--- src/rtl/keypad_pkg.sv ---
package keypad_pkg;
  typedef enum logic [1:0] {
    SEL_NONE = 2'd0,
    SEL_DIR  = 2'd1,
    SEL_ACT  = 2'd2
  } sel_e;

  localparam logic [7:0] CODE_DIR = 8'h10;
  localparam logic [7:0] CODE_ACT = 8'h20;
endpackage

--- src/rtl/keypad_sync.sv ---
module keypad_sync #(
  parameter int W      = 8,
  parameter int STAGES = 2
) (
  input  logic         clk_i,
  input  logic         rst_ni,
  input  logic [W-1:0] d_i,
  output logic [W-1:0] q_o
);
  logic [STAGES-1:0][W-1:0] stage_q;

  always_ff @(posedge clk_i or negedge rst_ni) begin
    if (!rst_ni) begin
      stage_q <= '0;
    end else begin
      stage_q[0] <= d_i;
      for (int s = 1; s < STAGES; s++) stage_q[s] <= stage_q[s-1];
    end
  end

  assign q_o = stage_q[STAGES-1];
endmodule

--- src/rtl/keypad_change_det.sv ---
module keypad_change_det #(
  parameter int W = 8
) (
  input  logic         clk_i,
  input  logic         rst_ni,
  input  logic [W-1:0] cur_i,
  output logic         pulse_o
);
  logic [W-1:0] prev_q;
  logic         pulse_q;

  always_ff @(posedge clk_i or negedge rst_ni) begin
    if (!rst_ni) begin
      prev_q  <= '0;
      pulse_q <= 1'b0;
    end else begin
      prev_q  <= cur_i;
      pulse_q <= (cur_i != prev_q);
    end
  end

  assign pulse_o = pulse_q;


  steady_no_pulse_chk: assert property (@(posedge clk_i) disable iff (!rst_ni)
    ($stable(cur_i) && $past(cur_i) == $past(prev_q)) |=> !pulse_q);
endmodule

--- src/rtl/keypad_mux.sv ---
module keypad_mux
  import keypad_pkg::*;
#(
  parameter int W      = 8,
  parameter int DATA_W = 8,
  localparam int NIB_W = W / 2
) (
  input  logic             clk_i,
  input  logic             rst_ni,
  input  logic             wr_i,
  input  logic [DATA_W-1:0] wdata_i,
  input  logic [W-1:0]     btn_i,
  output logic [NIB_W-1:0] nib_o
);
  sel_e sel_q, sel_d;

  always_comb begin
    sel_d = sel_q;
    if (wr_i) begin
      unique case (wdata_i)
        CODE_DIR: sel_d = SEL_DIR;
        CODE_ACT: sel_d = SEL_ACT;
        default:  sel_d = SEL_NONE;
      endcase
    end
  end

  always_ff @(posedge clk_i or negedge rst_ni) begin
    if (!rst_ni) sel_q <= SEL_NONE;
    else         sel_q <= sel_d;
  end

  always_comb begin
    unique case (sel_q)
      SEL_DIR: nib_o = btn_i[NIB_W-1:0];
      SEL_ACT: nib_o = btn_i[W-1:NIB_W];
      default: nib_o = '0;
    endcase
  end


  sel_hold_chk: assert property (@(posedge clk_i) disable iff (!rst_ni)
    !wr_i |=> $stable(sel_q));


  none_reads_zero_chk: assert property (@(posedge clk_i) disable iff (!rst_ni)
    (wr_i && wdata_i != CODE_DIR && wdata_i != CODE_ACT) |=> (nib_o == '0));
endmodule

--- src/rtl/keypad_port.sv ---
module keypad_port #(
  parameter int          NUM_BTN     = 8,
  parameter int          ADDR_W      = 16,
  parameter int          DATA_W      = 8,
  parameter int          SYNC_STAGES = 2,
  parameter int          IRQ_W       = 5,
  parameter int          IRQ_BIT     = 4,
  parameter logic [15:0] REG_ADDR    = 16'hFF00
) (
  input  logic              clk_i,
  input  logic              rst_ni,
  input  logic [NUM_BTN-1:0] btn_i,
  input  logic [ADDR_W-1:0] addr_i,
  input  logic              wr_en_i,
  input  logic [DATA_W-1:0] wdata_i,
  output logic [DATA_W-1:0] rdata_o,
  output logic [IRQ_W-1:0]  irq_vec_o
);
  localparam int NIB_W = NUM_BTN / 2;
  localparam logic [IRQ_W-1:0] IRQ_MASK = IRQ_W'(1) << IRQ_BIT;

  logic [NUM_BTN-1:0] btn_sync;
  logic [NIB_W-1:0]   nib;
  logic               hit;
  logic               chg_pulse;

  assign hit = (addr_i == ADDR_W'(REG_ADDR));

  keypad_sync #(.W(NUM_BTN), .STAGES(SYNC_STAGES)) u_sync (
    .clk_i (clk_i),
    .rst_ni(rst_ni),
    .d_i   (btn_i),
    .q_o   (btn_sync)
  );

  keypad_change_det #(.W(NUM_BTN)) u_det (
    .clk_i  (clk_i),
    .rst_ni (rst_ni),
    .cur_i  (btn_sync),
    .pulse_o(chg_pulse)
  );

  keypad_mux #(.W(NUM_BTN), .DATA_W(DATA_W)) u_mux (
    .clk_i  (clk_i),
    .rst_ni (rst_ni),
    .wr_i   (wr_en_i && hit),
    .wdata_i(wdata_i),
    .btn_i  (btn_sync),
    .nib_o  (nib)
  );

  assign rdata_o   = hit ? {{(DATA_W-NIB_W){1'b0}}, nib} : '0;
  assign irq_vec_o = chg_pulse ? IRQ_MASK : '0;


  irq_has_cause_chk: assert property (@(posedge clk_i) disable iff (!rst_ni)
    irq_vec_o[IRQ_BIT] |-> ($past(btn_sync) != $past(btn_sync, 2)));


  irq_follows_change_chk: assert property (@(posedge clk_i) disable iff (!rst_ni)
    (btn_sync != $past(btn_sync)) |=> irq_vec_o[IRQ_BIT]);


  dir_read_chk: assert property (@(posedge clk_i) disable iff (!rst_ni)
    (wr_en_i && hit && wdata_i == 8'h10) |=> (!hit || rdata_o == {{(DATA_W-NIB_W){1'b0}}, btn_sync[NIB_W-1:0]}));


  act_read_chk: assert property (@(posedge clk_i) disable iff (!rst_ni)
    (wr_en_i && hit && wdata_i == 8'h20) |=> (!hit || rdata_o == {{(DATA_W-NIB_W){1'b0}}, btn_sync[NUM_BTN-1:NIB_W]}));


  miss_reads_zero_chk: assert property (@(posedge clk_i) disable iff (!rst_ni)
    !hit |-> (rdata_o == '0));
endmodule

--- config.mk ---
export PLATFORM = sky130hd
export DESIGN_NAME = keypad_port
export DESIGN_NICKNAME = d
export VERILOG_FILES = /design/src/rtl/keypad_pkg.sv /design/src/rtl/keypad_sync.sv /design/src/rtl/keypad_change_det.sv /design/src/rtl/keypad_mux.sv /design/src/rtl/keypad_port.sv
export SDC_FILE = /design/constraint.sdc
export NUM_CORES = 1
export LEC_CHECK = 0
export BUFFER_PORTS_ARGS = -buffer_cell sky130_fd_sc_hd__buf_2
export CAP_MARGIN = 5
export CORE_ASPECT_RATIO = 0.8
export CORE_MARGIN = 2
export CORE_UTILIZATION = 48
export DETAILED_ROUTE_END_ITERATION = 10
export PLACE_DENSITY = 0.82
export SYNTH_ARGS = -nofsm -noshare
export SYNTH_HDL_FRONTEND = slang
export SYNTH_SLANG_ARGS = --single-unit
--- constraint.sdc ---
create_clock -name clk_i -period 2.6 [get_ports clk_i]
set_input_delay 0.13 -clock clk_i [delete_from_list [all_inputs] [get_ports clk_i]]
set_output_delay 0.13 -clock clk_i [all_outputs]
set_load 0.1 [all_outputs]
==> run metrics, run 1 <==
Final Cycle Share 78.0%; leakage power of the design around 0.66 nW; number of global-route vias before repair between 700 and 800; Routed met3 length about 150 microns; pin slew with the least headroom to its limit about 0.58 ns; die span in x 56.1 microns; overflow left after global routing 0; share of post-route cells with drive strength above 1 37.9%; Hold Crit Depth 3; final wirelength between 1500 and 2000 microns; Slew Limit Headroom between 60% and 70%; synthesized area divided by synthesized cell count around 14 sq um; Fmax between 400 and 500 MHz; total routing usage reported by global routing around 15%; reg2reg setup slack between 1.5 and 2 ns; startpoint of the lowest-slack register-to-register path u_sync.q_o[4]; sequential cell area about 680 sq um; Placement Rows 15; final hold viol count 0; full die area 2570 sq um; detailed placement HPWL 1390 microns; number of vias in the routed layout 713; class of the tightest hold or removal check in -> reg; met2 wire length about 900 microns; last weighted congestion value of the routability-driven placer roughly 0.86; cells resized by post-CTS repair 0; worst hold margin between 0.08 and 0.09 ns; depth of the worst register-to-register path 3; Crit path required time roughly 2.5 ns; most frequent standard cell in the layout excluding fill and tap cells sky130_fd_sc_hd__buf_2; Internal approximately 0.53 mW; power share of the combinational group ~15%; antenna fix cells 0; endpoint of the worst-slack reg-to-reg timing path u_det.pulse_o; clock tree root driver cell sky130_fd_sc_hd__clkbuf_4; flip-flop and latch count after synthesis 27; setup repair after global routing missed its margin false; sequential share of power around three fifths; maximum number of pins on one net before global-route repair 28; switch share 27.4%; DRC violation count after routing 0; total of warnings raised by yosys 0; post-synth top area cell sky130_fd_sc_hd__dfrtp_1; Fill cells about 150; number of antenna violations at the first check in global routing 0; Multi-input gate area roughly 320 sq um; leading cell types in the layout, fill and taps excluded sky130_fd_sc_hd__buf_2, sky130_fd_sc_hd__dfrtp_1, sky130_fd_sc_hd__dlygate4sd3_1; number of iterations in the first detailed-routing pass 4; Worst Path Class, Setup reg -> out; post-route setup slack about 0.57 ns; count of nets left with antenna violations after detail routing 0; power spent charging and discharging nets 0.200 mW; Setup violations, final 0; number of buffers between clock root and the deepest sink 2; wire length the detailed router placed on met1 around 730 microns; final net count 162; later-pin clock latency in the skew report 0.31 ns; Worst IR Drop VDD about 450 uV; share of the synthesized area in the top cell type around 65%; Yosys cell types 20; H-tree lvl count 1; crit path capture type primary output; TritonCTS clock tree done; CTS Sinks 27; Total Neg Setup Slack 0 ns; crit path launch type register; violation count after the first detailed-route iteration 27; clock network fraction of total power 23.6%; Initial Util 49.6%; Max-Cap Viols 0; total power after layout around 0.73 mW; worst slack, placed 0.923 ns; Max Transition Viols Final 0; Seq/Total Area, Yosys 64.7%; worst-path maximum fanout 4; run status finished, final reports clean; Gate Count Post-Synth 74; vertical die dimension roughly 46 microns; pwr dens ~540 nW/um^2; Post-CTS Repair Setup Buffers 0; first-pass GRT wire length between 2000 and 3000 microns; number of I/O pins between 40 and 50; CTS Hold Buffers Added 9; top layer reached by signal wires met4; TritonCTS Buffers 3; top area cells in the synthesized netlist sky130_fd_sc_hd__dfrtp_1, sky130_fd_sc_hd__xor2_1, sky130_fd_sc_hd__buf_4; Clock transition at path regs ~0.13 ns; placeable core area 2100 sq um; Worst Path Arrival approximately 1.9 ns; ratio of routed vias to standard cells around 4.8; DR WL/cell 12.2 microns; area delta synth->final 29.0%; Worst Hold Launch wdata_i[4]; netlist area before placement between 1000 and 1500 sq um; setup clock skew after layout between 0.002 and 0.0025 ns; port buffer count 39; capture endpoint of the worst hold path u_mux.sel_q[0]; min cycle time layout about 2.0 ns
-- worst max-delay path by stage --
stage | from | cells past startpoint | slack [ns] | endpoint
finish | u_mux.sel_q[0] | 5 | 0.57 | rdata_o[3]
detailed placement | u_mux.sel_q[0] | 5 | 0.92 | rdata_o[3]
CTS | u_mux.sel_q[0] | 5 | 0.56 | rdata_o[3]
global placement | u_mux.sel_q[0] | 5 | 0.98 | rdata_o[1]
floorplan | u_mux.sel_q[0] | 4 | 0.29 | rdata_o[0]
global route | u_mux.sel_q[0] | 5 | 0.48 | rdata_o[3]
-- synth_stat cells (all sizes together) --
library cell	count
inv	2
and4b	1
nor4b	1
and4	1
nor4	4
or2	1
ha	2
nor2	5
and3	1
dfrtp	27
a22oi	4
nand2	1
conb	1
nand3	1
nand4	1
buf	9
xor2	8
nand4b	2
mux2i	2
-- registers in the layout, indices dropped and copies added (netlist names) --
register and cells:
u_det.pulse_o 1, u_sync.q_o 8, u_mux.sel_q 2, u_sync.stage_q 8
u_det.prev_q 8
-- routing by layer --
metal  track usage (%)  up-vias
met1              16.8      336
met2              28.0       38
met4              7.62        0
met3              4.26        2
met5                 0        -
li1                  -      337
-- kinds of logic (layout without fill, tap and decap cells) --
family | after synthesis | count (layout) | share of synthesized area, %
flip-flops | 27 | 27 | 64.7
AND/OR/NAND/NOR | 19 | 19 | 13.8
buffers and inverters | 11 | 54 | 7.19
XOR/XNOR | 8 | 8 | 6.71
AO/OA/AOI/OAI | 4 | 4 | 2.88
adder cells (fa/ha/maj) | 2 | 2 | 2.40
multiplexers | 2 | 2 | 1.92
other | 1 | 8 | 0.359
-- critical path, cell delays in order, from the launching register on --
cell and delay (ns):
sky130_fd_sc_hd__dfrtp_1 0.37, sky130_fd_sc_hd__inv_1 0.06, sky130_fd_sc_hd__ha_1 0.29, sky130_fd_sc_hd__or2_1 0.29, sky130_fd_sc_hd__nor2_1 0.14, sky130_fd_sc_hd__buf_2 0.44
-- power by group through the flow --
stage	clock network (mW)	registers, mW	logic (mW)
2_1_floorplan	0	0.455	0.0730
3_3_place_gp	0	0.457	0.0969
4_1_cts	0.179	0.450	0.110
3_5_place_dp	0	0.458	0.0996
5_1_grt	0.193	0.452	0.117
6_report	0.173	0.449	0.109
-- per-stage QoR --
stage | util [%] | instance area (sq um) | cells
5_1_grt | 64.0 | 1350 | 149
6_report | 64.0 | 1350 | 149
3_5_place_dp | 58.5 | 1230 | 136
4_1_cts | 64.0 | 1350 | 149
3_3_place_gp | 58.5 | 1230 | 136
2_1_floorplan | - | 1070 | 81
-- cell type report --
| class | instances | share of cell area (%) |
|---|---|---|
| repair buffers | 48 | 21.2 |
| clock inverters | 1 | 0.372 |
| inverters | 2 | 0.558 |
| multi-input cells | 43 | 23.7 |
| flip-flops and latches | 27 | 50.2 |
| clock buffers | 3 | 1.67 |
| well taps | 25 | 2.32 |
(Power assumes the default switching activity.)
==> run 2: changes to the inputs <==
ABC_AREA = 1   (was unset)
CORE_UTILIZATION = 46   (was 48)
PLACE_DENSITY = 0.78   (was 0.82)
clock period = 2 ns   (was 2.6 ns; I/O delays follow)
==> run 2 against run 1 <==
Effect of this change: the run now ends with design-rule violations left; design area rose by 6.1%; sequential power rose by 31%; hold slack got worse by 0.054 ns; largest cell class unchanged.
==> run metrics, run 2 <==
run status complete, but fails checks (was finished, final reports clean); violations in the final reports design-rule violations; number of buffers between clock root and the deepest sink 2 (unchanged); clock tree root driver cell sky130_fd_sc_hd__clkbuf_4 (unchanged); number of I/O pins 48 (unchanged); port buffer count 39 (unchanged); Clock transition at path regs 0.14 ns (was 0.13 ns); CTS Sinks 27 (unchanged); number of non-filler instances in the completed layout 181 (was 149); number of global-route vias before repair 798 (was 714); Worst Hold Launch wr_en_i (was wdata_i[4]); top_reg_cell synth sky130_fd_sc_hd__dfrtp_1 (unchanged); share of post-route cells with drive strength above 1 30.1% (was 37.9%); synthesized area divided by synthesized cell count 10.5 sq um (was 14.1 sq um); vertical die dimension 48.0 microns (was 45.7 microns); stage delay of the slowest cell on the critical path 0.41 ns (was 0.44 ns); Gate Count Post-Synth 106 (was 74); Fill cells 177 (was 152); cell chain of the critical path inv_1, ha_1, nand3b_2, nor2_1, clkbuf_4 (was inv_1, ha_1, or2_1, nor2_1, buf_2); number of antenna violations at the first check in global routing 0 (unchanged); post-synth top area cell sky130_fd_sc_hd__dfrtp_1 (unchanged); TritonCTS Buffers 3 (unchanged); pwr dens 685 nW/um^2 (was 543 nW/um^2); Max-Cap Viols 0 (unchanged); Max Transition Viols Final 0 (unchanged); final wirelength 1900 microns (was 1810 microns); Worst Path Class, Setup reg -> out (unchanged); Slew Limit Headroom 62.5% (was 61.3%); DRC violation count after routing 5 (was 0); overflow left after global routing 0 (unchanged); Crit path required time 1.90 ns (was 2.47 ns); crit path launch type register (unchanged); power spent charging and discharging nets 0.278 mW (was 0.200 mW); Inst Count DP 168 (was 136); crit path capture type primary output (unchanged); clock network fraction of total power 24.7% (was 23.6%); H-tree lvl count 1 (unchanged); Yosys cell types 17 (was 20); worst-path maximum fanout 4 (unchanged); DR WL/cell 10.5 microns (was 12.2 microns); number of synthesized flops with an enable pin 0 (unchanged); number of vias in the routed layout 792 (was 713); leading cell types in the layout, fill and taps excluded sky130_fd_sc_hd__buf_2, sky130_fd_sc_hd__dfrtp_1, sky130_fd_sc_hd__nand2_1 (was sky130_fd_sc_hd__buf_2, sky130_fd_sc_hd__dfrtp_1, sky130_fd_sc_hd__dlygate4sd3_1); number of iterations in the first detailed-routing pass 7 (was 4); final hold viol count 0 (unchanged); last weighted congestion value of the routability-driven placer 0.718 (was 0.860); count leader, synth sky130_fd_sc_hd__dfrtp_1 (unchanged); setup repair after global routing missed its margin false (unchanged); count of nets left with antenna violations after detail routing 0 (unchanged); min cycle time layout 1.82 ns; Internal 0.701 mW (was 0.531 mW); Seq/Total Area, Yosys 60.7% (was 64.7%); post-route setup slack 0.176 ns (was 0.571 ns); pin slew with the least headroom to its limit 0.563 ns (was 0.580 ns); netlist area before placement 1110 sq um (was 1040 sq um); Worst Path Arrival 1.72 ns (was 1.90 ns); share of synthesized registers carrying an async set or reset 100% (unchanged); Fmax ~550 MHz; worst slack, placed 0.461 ns (was 0.923 ns); flip-flop and latch count after synthesis 27 (unchanged); CP delay by family, top flip-flops (was buffers and inverters); reg2reg setup slack 1.01 ns (was 1.53 ns); Placement Rows 15 (unchanged); antenna fix cells 0 (unchanged); CP Depth 5 (unchanged); full die area 2830 sq um (was 2570 sq um); die span in x 59.0 microns (was 56.1 microns); Setup violations, final 0 (unchanged); CP Buf/Inv Count 2 (unchanged); most frequent standard cell in the layout excluding fill and tap cells sky130_fd_sc_hd__buf_2 (unchanged); depth of the worst register-to-register path 3 (unchanged); Critical Path Slowest Stage Cell sky130_fd_sc_hd__dfrtp_1 (was sky130_fd_sc_hd__buf_2); leakage power of the design 0.720 nW (was 0.661 nW); TritonCTS clock tree done (unchanged); power share of the combinational group 15.5% (was 15.0%); placeable core area 2210 sq um (was 2100 sq um); capture endpoint of the worst hold path u_mux.sel_q[1] (was u_mux.sel_q[0]); ratio of routed vias to standard cells 4.38 (was 4.79); class of the tightest hold or removal check in -> reg (unchanged); later-pin clock latency in the skew report 0.32 ns (was 0.31 ns); Worst IR Drop VDD 660 uV (was 455 uV); top area cells in the synthesized netlist sky130_fd_sc_hd__dfrtp_1, sky130_fd_sc_hd__buf_4, sky130_fd_sc_hd__nand2_1 (was sky130_fd_sc_hd__dfrtp_1, sky130_fd_sc_hd__xor2_1, sky130_fd_sc_hd__buf_4); total of warnings raised by yosys 0 (unchanged); area delta synth->final 28.5% (was 29.0%); endpoint of the worst-slack reg-to-reg timing path u_det.pulse_o (unchanged); switch share 28.4% (was 27.4%); share of the synthesized area in the top cell type 60.7% (was 64.7%); violation count after the first detailed-route iteration 17 (was 27); most common library cells after synthesis sky130_fd_sc_hd__dfrtp_1, sky130_fd_sc_hd__nand2_1, sky130_fd_sc_hd__nor2_1 (was sky130_fd_sc_hd__dfrtp_1, sky130_fd_sc_hd__buf_4, sky130_fd_sc_hd__xor2_1); Final Cycle Share between 90% and 100%; Initial Util 50.2% (was 49.6%); startpoint of the lowest-slack register-to-register path u_sync.q_o[1] (was u_sync.q_o[4]); total routing usage reported by global routing 16.2% (was 15.3%); setup clock skew after layout 0.00237 ns (was 0.00217 ns); detailed placement HPWL 1480 microns (was 1390 microns); first-pass GRT wire length 3270 microns (was 2950 microns); sequential share of power 59.8% (was 61.4%); Hold Crit Depth 3 (unchanged); final net count 194 (was 162); maximum number of pins on one net before global-route repair 28 (unchanged)
-- run 2: changes by cell type after synthesis, moves of 3 or more --
cell and change:
sky130_fd_sc_hd__a22o_1 +4, sky130_fd_sc_hd__xnor2_1 +4, sky130_fd_sc_hd__a22oi_1 -4, sky130_fd_sc_hd__nor4_1 -3, sky130_fd_sc_hd__inv_1 +9, sky130_fd_sc_hd__nand2_1 +17
sky130_fd_sc_hd__xor2_1 -5, sky130_fd_sc_hd__nor2_1 +12
-- run 2: logic make-up (layout without fill, tap and decap cells) --
group           Yosys count  after routing  synth area share, %
simple gates             43             43                 17.4
flops                    27             27                 60.7
buf+inv                  21             64                 10.1
xor+xnor                  7              7                 5.51
compound gates            5              5                 3.60
fa+ha+maj                 2              2                 2.25
other cells               1              8                0.337
-- run 2: power groups by stage --
stage          combinational, mW  clock, mW  sequential (mW)
6_report                   0.151      0.242            0.586
5_1_grt                    0.165      0.274            0.589
4_1_cts                    0.152      0.248            0.586
3_5_place_dp               0.139          0            0.596
3_3_place_gp               0.134          0            0.594
2_1_floorplan              0.105          0            0.591
-- run 2: final cells by class --
cell class                 instances  area [sq um]  share of cell area [%]
sequential                        27           676                    47.3
multi-input combinational         65           350                    24.5
timing repair buffer              48           295                    20.7
inverter                          12          45.0                    3.15
tap                               25          31.3                    2.19
clock buffer                       3          22.5                    1.58
clock inverter                     1          8.76                   0.613
-- run 2: per-stage QoR --
stage	hold WS, ns	instance area [sq um]	TNS (ns)	utilization (%)	power [mW]
5_1_grt	0.0470	1430	0	64.5	1.03
2_1_floorplan	-0.196	1140	-0.974	-	0.696
6_report	0.0337	1430	0	64.5	0.979
3_3_place_gp	0.107	1300	0	58.6	0.727
3_5_place_dp	0.121	1300	0	58.6	0.735
4_1_cts	0.0245	1420	0	64.1	0.987
-- run 2: worst max-delay path by stage --
| stage | startpoint | to | slack (ns) |
|---|---|---|---|
| floorplan | u_mux.sel_q[0] | rdata_o[0] | -0.24 |
| global placement | u_mux.sel_q[0] | rdata_o[0] | 0.50 |
| detailed placement | u_mux.sel_q[0] | rdata_o[2] | 0.46 |
| CTS | u_mux.sel_q[0] | rdata_o[2] | 0.08 |
| global route | u_mux.sel_q[0] | rdata_o[1] | 0.07 |
| finish | u_mux.sel_q[0] | rdata_o[3] | 0.18 |
-- run 2: per-layer routing --
metal	up-vias	share of wire (%)	wire [microns]	GRT usage, %
met1	359	43	809	19.1
li1	406	-	-	-
met2	25	51	979	29.1
met3	2	5.4	103	4.59
met4	0	0.53	10	5.45
met5	-	0	0	0
-- run 2: timing repair --
action                                 CTS  global route
setup endpoints to repair                0             4
gates resized for setup                  0             4
endpoints found under the hold margin   35             0
setup buffers                            0             0
hold buffers                             9             0
-- run 2: worst register-to-register path, cell delays in order (launching register included) --
cell                      delay [ns]
sky130_fd_sc_hd__dfrtp_1        0.44
sky130_fd_sc_hd__or2_0          0.21
sky130_fd_sc_hd__a21oi_1        0.15
sky130_fd_sc_hd__nand3_1        0.08
